File: src/rtl/mbm_pkg.sv
package mbm_pkg;
  typedef enum logic [1:0] {SQ_IDLE, SQ_WAIT, SQ_RUN} sq_t;

  // bus clock level for a given reference-clock phase inside one period
  function automatic logic f_e_high(input int unsigned ph, input int unsigned div);
    return ph >= (div / 2);
  endfunction

  // phase on which the strobe is raised
  function automatic logic f_strobe_phase(input int unsigned ph);
    return ph == 0;
  endfunction
endpackage

File: src/rtl/mbm_phase.sv
module mbm_phase #(
  parameter int DIV = 4,
  localparam int PH_W = $clog2(DIV)
) (
  input  logic            clk,
  input  logic            rst_n,
  output logic [PH_W-1:0] ph,
  output logic            e_lvl,
  output logic            last_ph
);
  import mbm_pkg::*;

  always_ff @(posedge clk or negedge rst_n) begin
    if (!rst_n)       ph <= '0;
    else if (last_ph) ph <= '0;
    else              ph <= ph + 1'b1;
  end

  assign last_ph = (ph == PH_W'(DIV - 1));
  assign e_lvl   = f_e_high(32'(ph), DIV);

  AST_E_FALLS_AT_WRAP: assert property (@(posedge clk) disable iff (!rst_n)
    last_ph |=> !e_lvl);
endmodule

File: src/rtl/mbm_seq.sv
module mbm_seq #(
  parameter int ADDR_W = 16,
  parameter int DATA_W = 8
) (
  input  logic              clk,
  input  logic              rst_n,
  input  logic              req,
  input  logic              req_wr,
  input  logic [ADDR_W-1:0] req_addr,
  input  logic [DATA_W-1:0] req_wdata,
  input  logic              last_ph,
  output logic              run,
  output logic              busy,
  output logic              cyc_end,
  output logic              cur_wr,
  output logic [ADDR_W-1:0] cur_addr,
  output logic [DATA_W-1:0] cur_wdata
);
  import mbm_pkg::*;

  sq_t st;
  logic take;

  assign take    = req && (st == SQ_IDLE);
  assign run     = (st == SQ_RUN);
  assign busy    = (st != SQ_IDLE);
  assign cyc_end = run && last_ph;

  always_ff @(posedge clk or negedge rst_n) begin
    if (!rst_n) begin
      st        <= SQ_IDLE;
      cur_wr    <= 1'b0;
      cur_addr  <= '0;
      cur_wdata <= '0;
    end else begin
      unique case (st)
        SQ_IDLE: if (take) begin
          cur_wr    <= req_wr;
          cur_addr  <= req_addr;
          cur_wdata <= req_wdata;
          st        <= last_ph ? SQ_RUN : SQ_WAIT;
        end
        SQ_WAIT: if (last_ph) st <= SQ_RUN;
        SQ_RUN:  if (last_ph) st <= SQ_IDLE;
        default: st <= SQ_IDLE;
      endcase
    end
  end

  AST_BUSY_HOLDS_REQ: assert property (@(posedge clk) disable iff (!rst_n)
    (busy && !cyc_end) |=> busy);
  AST_REQ_FROZEN: assert property (@(posedge clk) disable iff (!rst_n)
    (busy && $past(busy)) |-> ($stable(cur_addr) && $stable(cur_wr)));
endmodule

File: src/rtl/mbm_pins.sv
module mbm_pins #(
  parameter int ADDR_W = 16,
  parameter int DATA_W = 8,
  parameter int DIV    = 4,
  localparam int PH_W  = $clog2(DIV),
  localparam int HI_W  = ADDR_W - DATA_W
) (
  input  logic              clk,
  input  logic              rst_n,
  input  logic [PH_W-1:0]   ph,
  input  logic              e_lvl,
  input  logic              run,
  input  logic              cyc_end,
  input  logic              cur_wr,
  input  logic [ADDR_W-1:0] cur_addr,
  input  logic [DATA_W-1:0] cur_wdata,
  input  logic [DATA_W-1:0] ad_in,
  output logic              as_o,
  output logic              rw_o,
  output logic [HI_W-1:0]   hi_o,
  output logic [DATA_W-1:0] ad_out,
  output logic              ad_oe,
  output logic              done,
  output logic [DATA_W-1:0] rdata
);
  import mbm_pkg::*;

  logic lo_half;
  logic first_ph;

  assign lo_half  = !e_lvl;
  assign first_ph = f_strobe_phase(32'(ph));
  assign as_o     = run && first_ph;
  assign rw_o     = !(run && cur_wr);
  assign hi_o     = cur_addr[ADDR_W-1 -: HI_W];
  assign ad_out   = lo_half ? cur_addr[DATA_W-1:0] : cur_wdata;
  assign ad_oe    = run && (lo_half || cur_wr);

  always_ff @(posedge clk or negedge rst_n) begin
    if (!rst_n) begin
      done  <= 1'b0;
      rdata <= '0;
    end else begin
      done <= cyc_end;
      if (cyc_end && !cur_wr) rdata <= ad_in;
    end
  end

  AST_HI_STEADY: assert property (@(posedge clk) disable iff (!rst_n)
    (run && !first_ph) |-> $stable(hi_o));
  AST_AS_IN_ADDR: assert property (@(posedge clk) disable iff (!rst_n)
    as_o |-> (!e_lvl && ad_oe));
  AST_AS_ONE_CLK: assert property (@(posedge clk) disable iff (!rst_n)
    as_o |=> (!as_o && ad_oe && !e_lvl));
  AST_NO_CONTEND: assert property (@(posedge clk) disable iff (!rst_n)
    (e_lvl && rw_o) |-> !ad_oe);
  AST_RW_HELD: assert property (@(posedge clk) disable iff (!rst_n)
    (run && !first_ph) |-> $stable(rw_o));
  AST_DONE_AFTER_END: assert property (@(posedge clk) disable iff (!rst_n)
    done |-> $past(cyc_end));
  AST_IDLE_QUIET: assert property (@(posedge clk) disable iff (!rst_n)
    !run |-> (!as_o && !ad_oe && rw_o));
endmodule

File: src/rtl/mux_bus_master.sv
module mux_bus_master #(
  parameter int ADDR_W = 16,
  parameter int DATA_W = 8,
  parameter int DIV    = 4,
  localparam int PH_W  = $clog2(DIV),
  localparam int HI_W  = ADDR_W - DATA_W
) (
  input  logic              clk,
  input  logic              rst_n,
  input  logic              req,
  input  logic              req_wr,
  input  logic [ADDR_W-1:0] req_addr,
  input  logic [DATA_W-1:0] req_wdata,
  output logic              busy,
  output logic              done,
  output logic [DATA_W-1:0] rdata,
  output logic              bus_e,
  output logic              bus_as,
  output logic              bus_rw,
  output logic [HI_W-1:0]   bus_hi,
  output logic [DATA_W-1:0] bus_ad_out,
  output logic              bus_ad_oe,
  input  logic [DATA_W-1:0] bus_ad_in
);
  logic [PH_W-1:0]   ph;
  logic              last_ph;
  logic              run;
  logic              cyc_end;
  logic              cur_wr;
  logic [ADDR_W-1:0] cur_addr;
  logic [DATA_W-1:0] cur_wdata;

  mbm_phase #(.DIV(DIV)) u_phase (
    .clk(clk), .rst_n(rst_n), .ph(ph), .e_lvl(bus_e), .last_ph(last_ph)
  );

  mbm_seq #(.ADDR_W(ADDR_W), .DATA_W(DATA_W)) u_seq (
    .clk(clk), .rst_n(rst_n), .req(req), .req_wr(req_wr),
    .req_addr(req_addr), .req_wdata(req_wdata), .last_ph(last_ph),
    .run(run), .busy(busy), .cyc_end(cyc_end), .cur_wr(cur_wr),
    .cur_addr(cur_addr), .cur_wdata(cur_wdata)
  );

  mbm_pins #(.ADDR_W(ADDR_W), .DATA_W(DATA_W), .DIV(DIV)) u_pins (
    .clk(clk), .rst_n(rst_n), .ph(ph), .e_lvl(bus_e), .run(run),
    .cyc_end(cyc_end), .cur_wr(cur_wr), .cur_addr(cur_addr),
    .cur_wdata(cur_wdata), .ad_in(bus_ad_in), .as_o(bus_as),
    .rw_o(bus_rw), .hi_o(bus_hi), .ad_out(bus_ad_out), .ad_oe(bus_ad_oe),
    .done(done), .rdata(rdata)
  );
endmodule

File: config.mk
export PLATFORM = sky130hd
export DESIGN_NAME = mux_bus_master
export DESIGN_NICKNAME = d
export VERILOG_FILES = /design/src/rtl/mbm_pkg.sv /design/src/rtl/mbm_phase.sv /design/src/rtl/mbm_seq.sv /design/src/rtl/mbm_pins.sv /design/src/rtl/mux_bus_master.sv
export SDC_FILE = /design/constraint.sdc
export NUM_CORES = 1
export LEC_CHECK = 0
export ABC_AREA = 1
export BUFFER_PORTS_ARGS = -buffer_cell sky130_fd_sc_hd__buf_2
export CAP_MARGIN = 15
export CORE_MARGIN = 2
export CORE_UTILIZATION = 54
export CTS_BUF_LIST = sky130_fd_sc_hd__clkbuf_4 sky130_fd_sc_hd__clkbuf_8
export CTS_CLUSTER_DIAMETER = 60
export DETAILED_ROUTE_END_ITERATION = 10
export PLACE_DENSITY = 0.85
export RECOVER_POWER = 50
export SYNTH_ARGS = -nofsm -noshare
export SYNTH_HDL_FRONTEND = slang
export SYNTH_SLANG_ARGS = --single-unit
File: constraint.sdc
create_clock -name clk -period 1.9 [get_ports clk]
set_input_delay 0.285 -clock clk [delete_from_list [all_inputs] [get_ports clk]]
set_output_delay 0.285 -clock clk [all_outputs]
set_load 0.01 [all_outputs]
Word-level counts from Yosys, hierarchy flattened
Cells that the tools add are included.
{"block": "classes", "n_reduce_logical": 15, "magnitude_cmp": 1, "addsub": 1, "n_eq_ne": 6, "n_mux": 7}
{"cell": "$mux 2", "count": 5}
{"cell": "$mux 8", "count": 1}
{"cell": "$logic_and 1x1->1", "count": 6}
{"cell": "$pmux 2 s3", "count": 1}
{"cell": "$eq 2x2->1 const B", "count": 2}
{"cell": "$logic_not 2->1", "count": 2}
{"cell": "$ne 2x1->1 const B", "count": 2}
{"cell": "$logic_not 1->1", "count": 3}
{"cell": "$reduce_and 3->1", "count": 1}
{"cell": "$add 2x1->2 const B", "count": 1}
{"cell": "$eq 2x1->1 const B", "count": 1}
{"cell": "$ge 2x2->1 const B", "count": 1}
{"cell": "$ne 2x2->1 const B", "count": 1}
{"cell": "$reduce_and 2->1", "count": 1}
{"cell": "$reduce_bool 2->1", "count": 1}
{"cell": "$logic_or 1x1->1", "count": 1}
{"block": "word_totals", "out_inout_bits": 30, "inputBits": 36, "word_cells": 37, "reg_bits": 38}

Depth between registers and ports, before layout
{"block": "depth", "word_depth": 4, "depth_mapped": 6, "ltp_nobuf": 6}

By module
Synthesis repeated with hierarchy kept, for this count alone.
{"block": "unflattened", "hier_cells": 207, "area_unflattened_um2": 1744.2}
{"module": "mbm_seq", "area_per_inst_um2": 1114.8, "seq_area_each_um2": 675.6, "cells_each": 124, "instances": 1}
{"module": "mbm_pins", "area_per_inst_um2": 531.8, "seq_area_each_um2": 225.2, "cells_each": 73, "instances": 1}
{"module": "mbm_phase", "area_per_inst_um2": 97.6, "seq_area_each_um2": 50.0, "cells_each": 10, "instances": 1}

Least setup slack after synthesis
OpenSTA, ideal clock, no wires.
{"block": "synth_timing", "path_kind": "register -> output", "startpoint": "register u_phase.ph[1]", "endpoint": "output bus_ad_oe", "path_buffers": 0, "setup_slack_ps": 426, "required_time_ps": 1615, "path_stages_with_launch": 5, "arrival_ps": 1189, "path_cell_list": "dfrtp_1 ha_1 nor2_1 inv_1 a21oi_1"}
{"block": "synth_between", "elab_chain_len": 4}
{"item": "start: declaration", "line_no": "mbm_phase.sv:7", "text": "output logic [PH_W-1:0] ph,"}
{"item": "start signal: assignment", "line_no": "mbm_phase.sv:16", "text": "else ph <= ph + 1'b1;"}
{"item": "$ge 2x2->1", "line_no": "mbm_pkg.sv:6", "text": "return ph >= (div / 2);"}
{"item": "named net bus_e", "line_no": "mux_bus_master.sv:17", "text": "output logic bus_e,"}
{"item": "$logic_not 1->1", "line_no": "mbm_pins.sv:31", "text": "assign lo_half = !e_lvl;"}
{"item": "$logic_or 1x1->1", "line_no": "mbm_pins.sv:37", "text": "assign ad_oe = run && (lo_half || cur_wr);"}
{"item": "$logic_and 1x1->1", "line_no": "mbm_pins.sv:37"}
{"item": "end: declaration", "line_no": "mux_bus_master.sv:22", "text": "output logic bus_ad_oe,"}
The timed path passes the listed nets, and every way through them passes these cells.

Final worst setup path
{"block": "layout_timing", "startpoint": "register u_phase.ph[0]", "endpoint": "output bus_ad_oe"}
{"block": "layout_between", "elab_chain_len": 4}
{"item": "$ge 2x2->1", "line_no": "mbm_pkg.sv:6"}
{"item": "$logic_not 1->1", "line_no": "mbm_pins.sv:31"}
{"item": "$logic_or 1x1->1", "line_no": "mbm_pins.sv:37"}
{"item": "$logic_and 1x1->1", "line_no": "mbm_pins.sv:37"}
No other way between the ends.

==> qor.csv <==
stage,metric,value,unit
status,status,finished clean,
synth,top-count cell post-synth,nand2_1,
sta,final slew viol count,0,
pwr,Peak VDD IR,0.645,mV
pwr,Static Leak,1.24,nW
final_layout,Layout Nets,306,
critical_path,Worst EP required,1.62,ns
final_layout,Layout area overhead,21.7,%
sta,RSZ-0062 raised after global routing,yes,
cts,clk root buf,clkbuf_4,
run,max_cap viols,0,
sta,Final Setup Violations,0,
sta,final setup TNS,0,ns
synth,post-synth net total,245,
cts,htree depth,2,
sta,worst slew pin tran,0.901,ns
detailed_routing,DR vias,1447,
synth,synth cell count leaders,"nand2_1 (69), dfrtp_1 (38), inv_1 (32)",
synth,post-synth top area cell,dfrtp_1,
final_layout,antenna cell count,0,
critical_path,Worst Setup End Kind,output pin,
cts,Num CTS Buffers,5,
critical_path,WP data arrival,1.50,ns
cts,Worst-Skew Late Latency,0.33,ns
floorplanning,die height,60.8,um
sta,min Tclk post-route,1.79,ns
global_routing,grt met1 use,25.3,%
critical_path,worst r2r path cells,5,
final_layout,# fillers,278,
floorplanning,CORE AREA,3050,um2
synth,number of synthesized flops with an enable pin,0,
global_routing,met2 usage,31.0,%
placement,pre-CTS WS,0.303,ns
synth,"Top FF cell, synth",dfrtp_1,
synth,Syn Area/Cell,8.51,um2
critical_path,crit start category,flip-flop,
sta,normalized max-slew margin,39.9,%
placement,PortBufs,65,
min_path,Min-Delay Path Class,input pin to asynchronous set/reset pin,
sta,clk_skew,0.00659,ns
cts,Clock Tree Buf Depth,2,
synth,yosys warns,0,
critical_path,Worst R2R Start,u_phase.ph[1],
synth,area share of the largest cell type after synthesis,54.5,%
critical_path,"critical path fanouts, max",5,
cts,clk sinks,38,
floorplanning,num ports,66,
synth,sequential share of the synthesized area,54.5,%
global_routing,vias in the first global route,1259,
synth,Area contributors post-synth,"dfrtp_1 (55%), nand2_1 (15%), o21ai_1 (7.2%), inv_1 (6.9%), buf_4 (4.7%)",
global_routing,gr usage total,20.2,%
sta,maximum clock frequency,0.559,GHz
global_routing,met3 Use GR,7.46,%
detailed_routing,Vias/cell,4.68,
synth,"Distinct cells, synth",15,
pwr,pwr/cell area,1380,nW/um2
floorplanning,Die W,60.8,um
detailed_routing,Iter 0 DRT Violations,109,
cts,TritonCTS clock tree,yes,
global_routing,GRT busiest layer,met2,
synth,synthesized flop and latch total,38,
sta,Hold Fails Final Rpt,0,
cts,clk slew on worst S/H paths,0.10,ns
global_routing,largest net degree at the start of global routing,51,
synth,post-synthesis cell area,1740,um2
synth,post-synthesis async set-or-reset flop share,100,%
detailed_routing,Residual DRC,0,
global_routing,global-route wire length before repair,5350,um
floorplanning,Initial Utilization,57.1,%
detailed_routing,post-route ant nets,0,
cts,Hold Buf Count CTS,0,
detailed_routing,Pre-Repair DR Iteration Count,4,
placement,HPWL after detailed placement,2380,um
critical_path,reg2reg setup slack,0.53,ns
detailed_routing,drt wl/cell,10.7,um
sta,fin crit share,94.1,%
synth,Cells after Synth,205,
global_routing,grt ovf,0,
final_layout,share of cells above drive strength 1,31.7,%
floorplanning,die area,3700,um2
detailed_routing,WL final,3320,um
critical_path,critical path class,flip-flop to output pin,
critical_path,Reg-to-Reg End,u_pins.rdata[2],
global_routing,initial antenna violation count,0,
floorplanning,Rows,20,
placement,final RePlAce weighted congestion,0.791,
sta,final worst slack,0.112,ns
==> metal layers <==
metal,part of all wire [%],routed length (um)
met1,46,1520
met2,45,1510
met3,6.9,230
met4,1.7,56
met5,0,0
==> sequential cells by signal, indices dropped and copies added, names as in the netlist <==
register         flops
u_seq.cur_wr         1
u_seq.cur_addr      16
u_seq.cur_wdata      8
u_pins.done          1
u_pins.rdata         8
u_phase.ph           2
u_seq.st             2
==> critical path: stages (launching register included) <==
cell and delay, ns:
dfrtp_1 0.40, inv_1 0.08, ha_1 0.23, nor2_4 0.12
inv_2 0.07, a21oi_1 0.12, buf_2 0.14
==> layout make-up <==
class / instances / area [um2] / share of cell area (%)
Sequential cell: 38 / 952 / 44.9
Timing Repair Buffer: 69 / 368 / 17.3
Multi-Input combinational cell: 117 / 561 / 26.4
Inverter: 35 / 135 / 6.37
Tap cell: 44 / 55.1 / 2.59
Clock buffer: 6 / 51.3 / 2.42
==> placed cells by master, fill, tap and decap left out, types with 2 or more instances in the layout <==
| cell | Yosys | layout |
|---|---|---|
| a21oi_1 | 2 | 2 |
| buf_2 | 3 | 64 |
| buf_4 | 11 | 3 |
| clkbuf_4 | 0 | 5 |
| dfrtp_1 | 38 | 37 |
| ha_1 | 4 | 4 |
| inv_1 | 32 | 30 |
| inv_2 | 3 | 4 |
| nand2_1 | 69 | 69 |
| nand4_1 | 9 | 9 |
| nor2_1 | 5 | 4 |
| nor2_4 | 1 | 2 |
| o21ai_1 | 25 | 25 |
==> kinds of logic (layout without fill, tap and decap cells) <==
family	after synthesis	count (layout)	synth area share, %
simple gates	86	86	21.1
buf+inv	50	110	13.8
flops	38	38	54.5
compound gates	27	27	7.75
fa+ha+maj	4	4	2.87
==> how the worst max path moves through the flow <==
stage,slack (ns),cells after the start,endpoint,startpoint
2_1_floorplan,0.43,4,bus_ad_oe,u_phase.ph[1]
3_3_place_gp,0.36,6,bus_ad_out[2],u_phase.ph[1]
3_5_place_dp,0.30,5,bus_ad_oe,u_phase.ph[1]
4_1_cts,0.02,5,bus_ad_oe,u_phase.ph[1]
5_1_grt,-0.02,6,bus_ad_oe,u_phase.ph[0]
6_report,0.11,6,bus_ad_oe,u_phase.ph[0]
==> power breakdown <==
part	switching, W	leakage [nW]	internal, W
registers	0.000208	0.462	0.00117
logic	0.000691	0.749	0.000456
clock network	0.000235	0.0302	0.000167
total	0.00113	1.24	0.00179
==> metrics by stage <==
step | power (W) | hold WS [ns] | std cells | utilization, % | cell area, um2
floorplan | 0.00225 | -0.0106 | 205 | - | 1740
global placement | 0.00251 | 0.420 | 300 | 66.3 | 2020
finish | 0.00293 | 0.0595 | 309 | 69.5 | 2120
detailed placement | 0.00255 | 0.415 | 300 | 66.3 | 2020
CTS | 0.00296 | 0.0296 | 306 | 68.1 | 2080
global route | 0.00321 | 0.103 | 309 | 69.5 | 2120
==> timing repair <==
action,CTS,global route
gates resized for setup,2,3
endpoints found under the setup margin,4,4
setup buffers,0,3
Note: power is estimated with default switching activity, not from simulation.
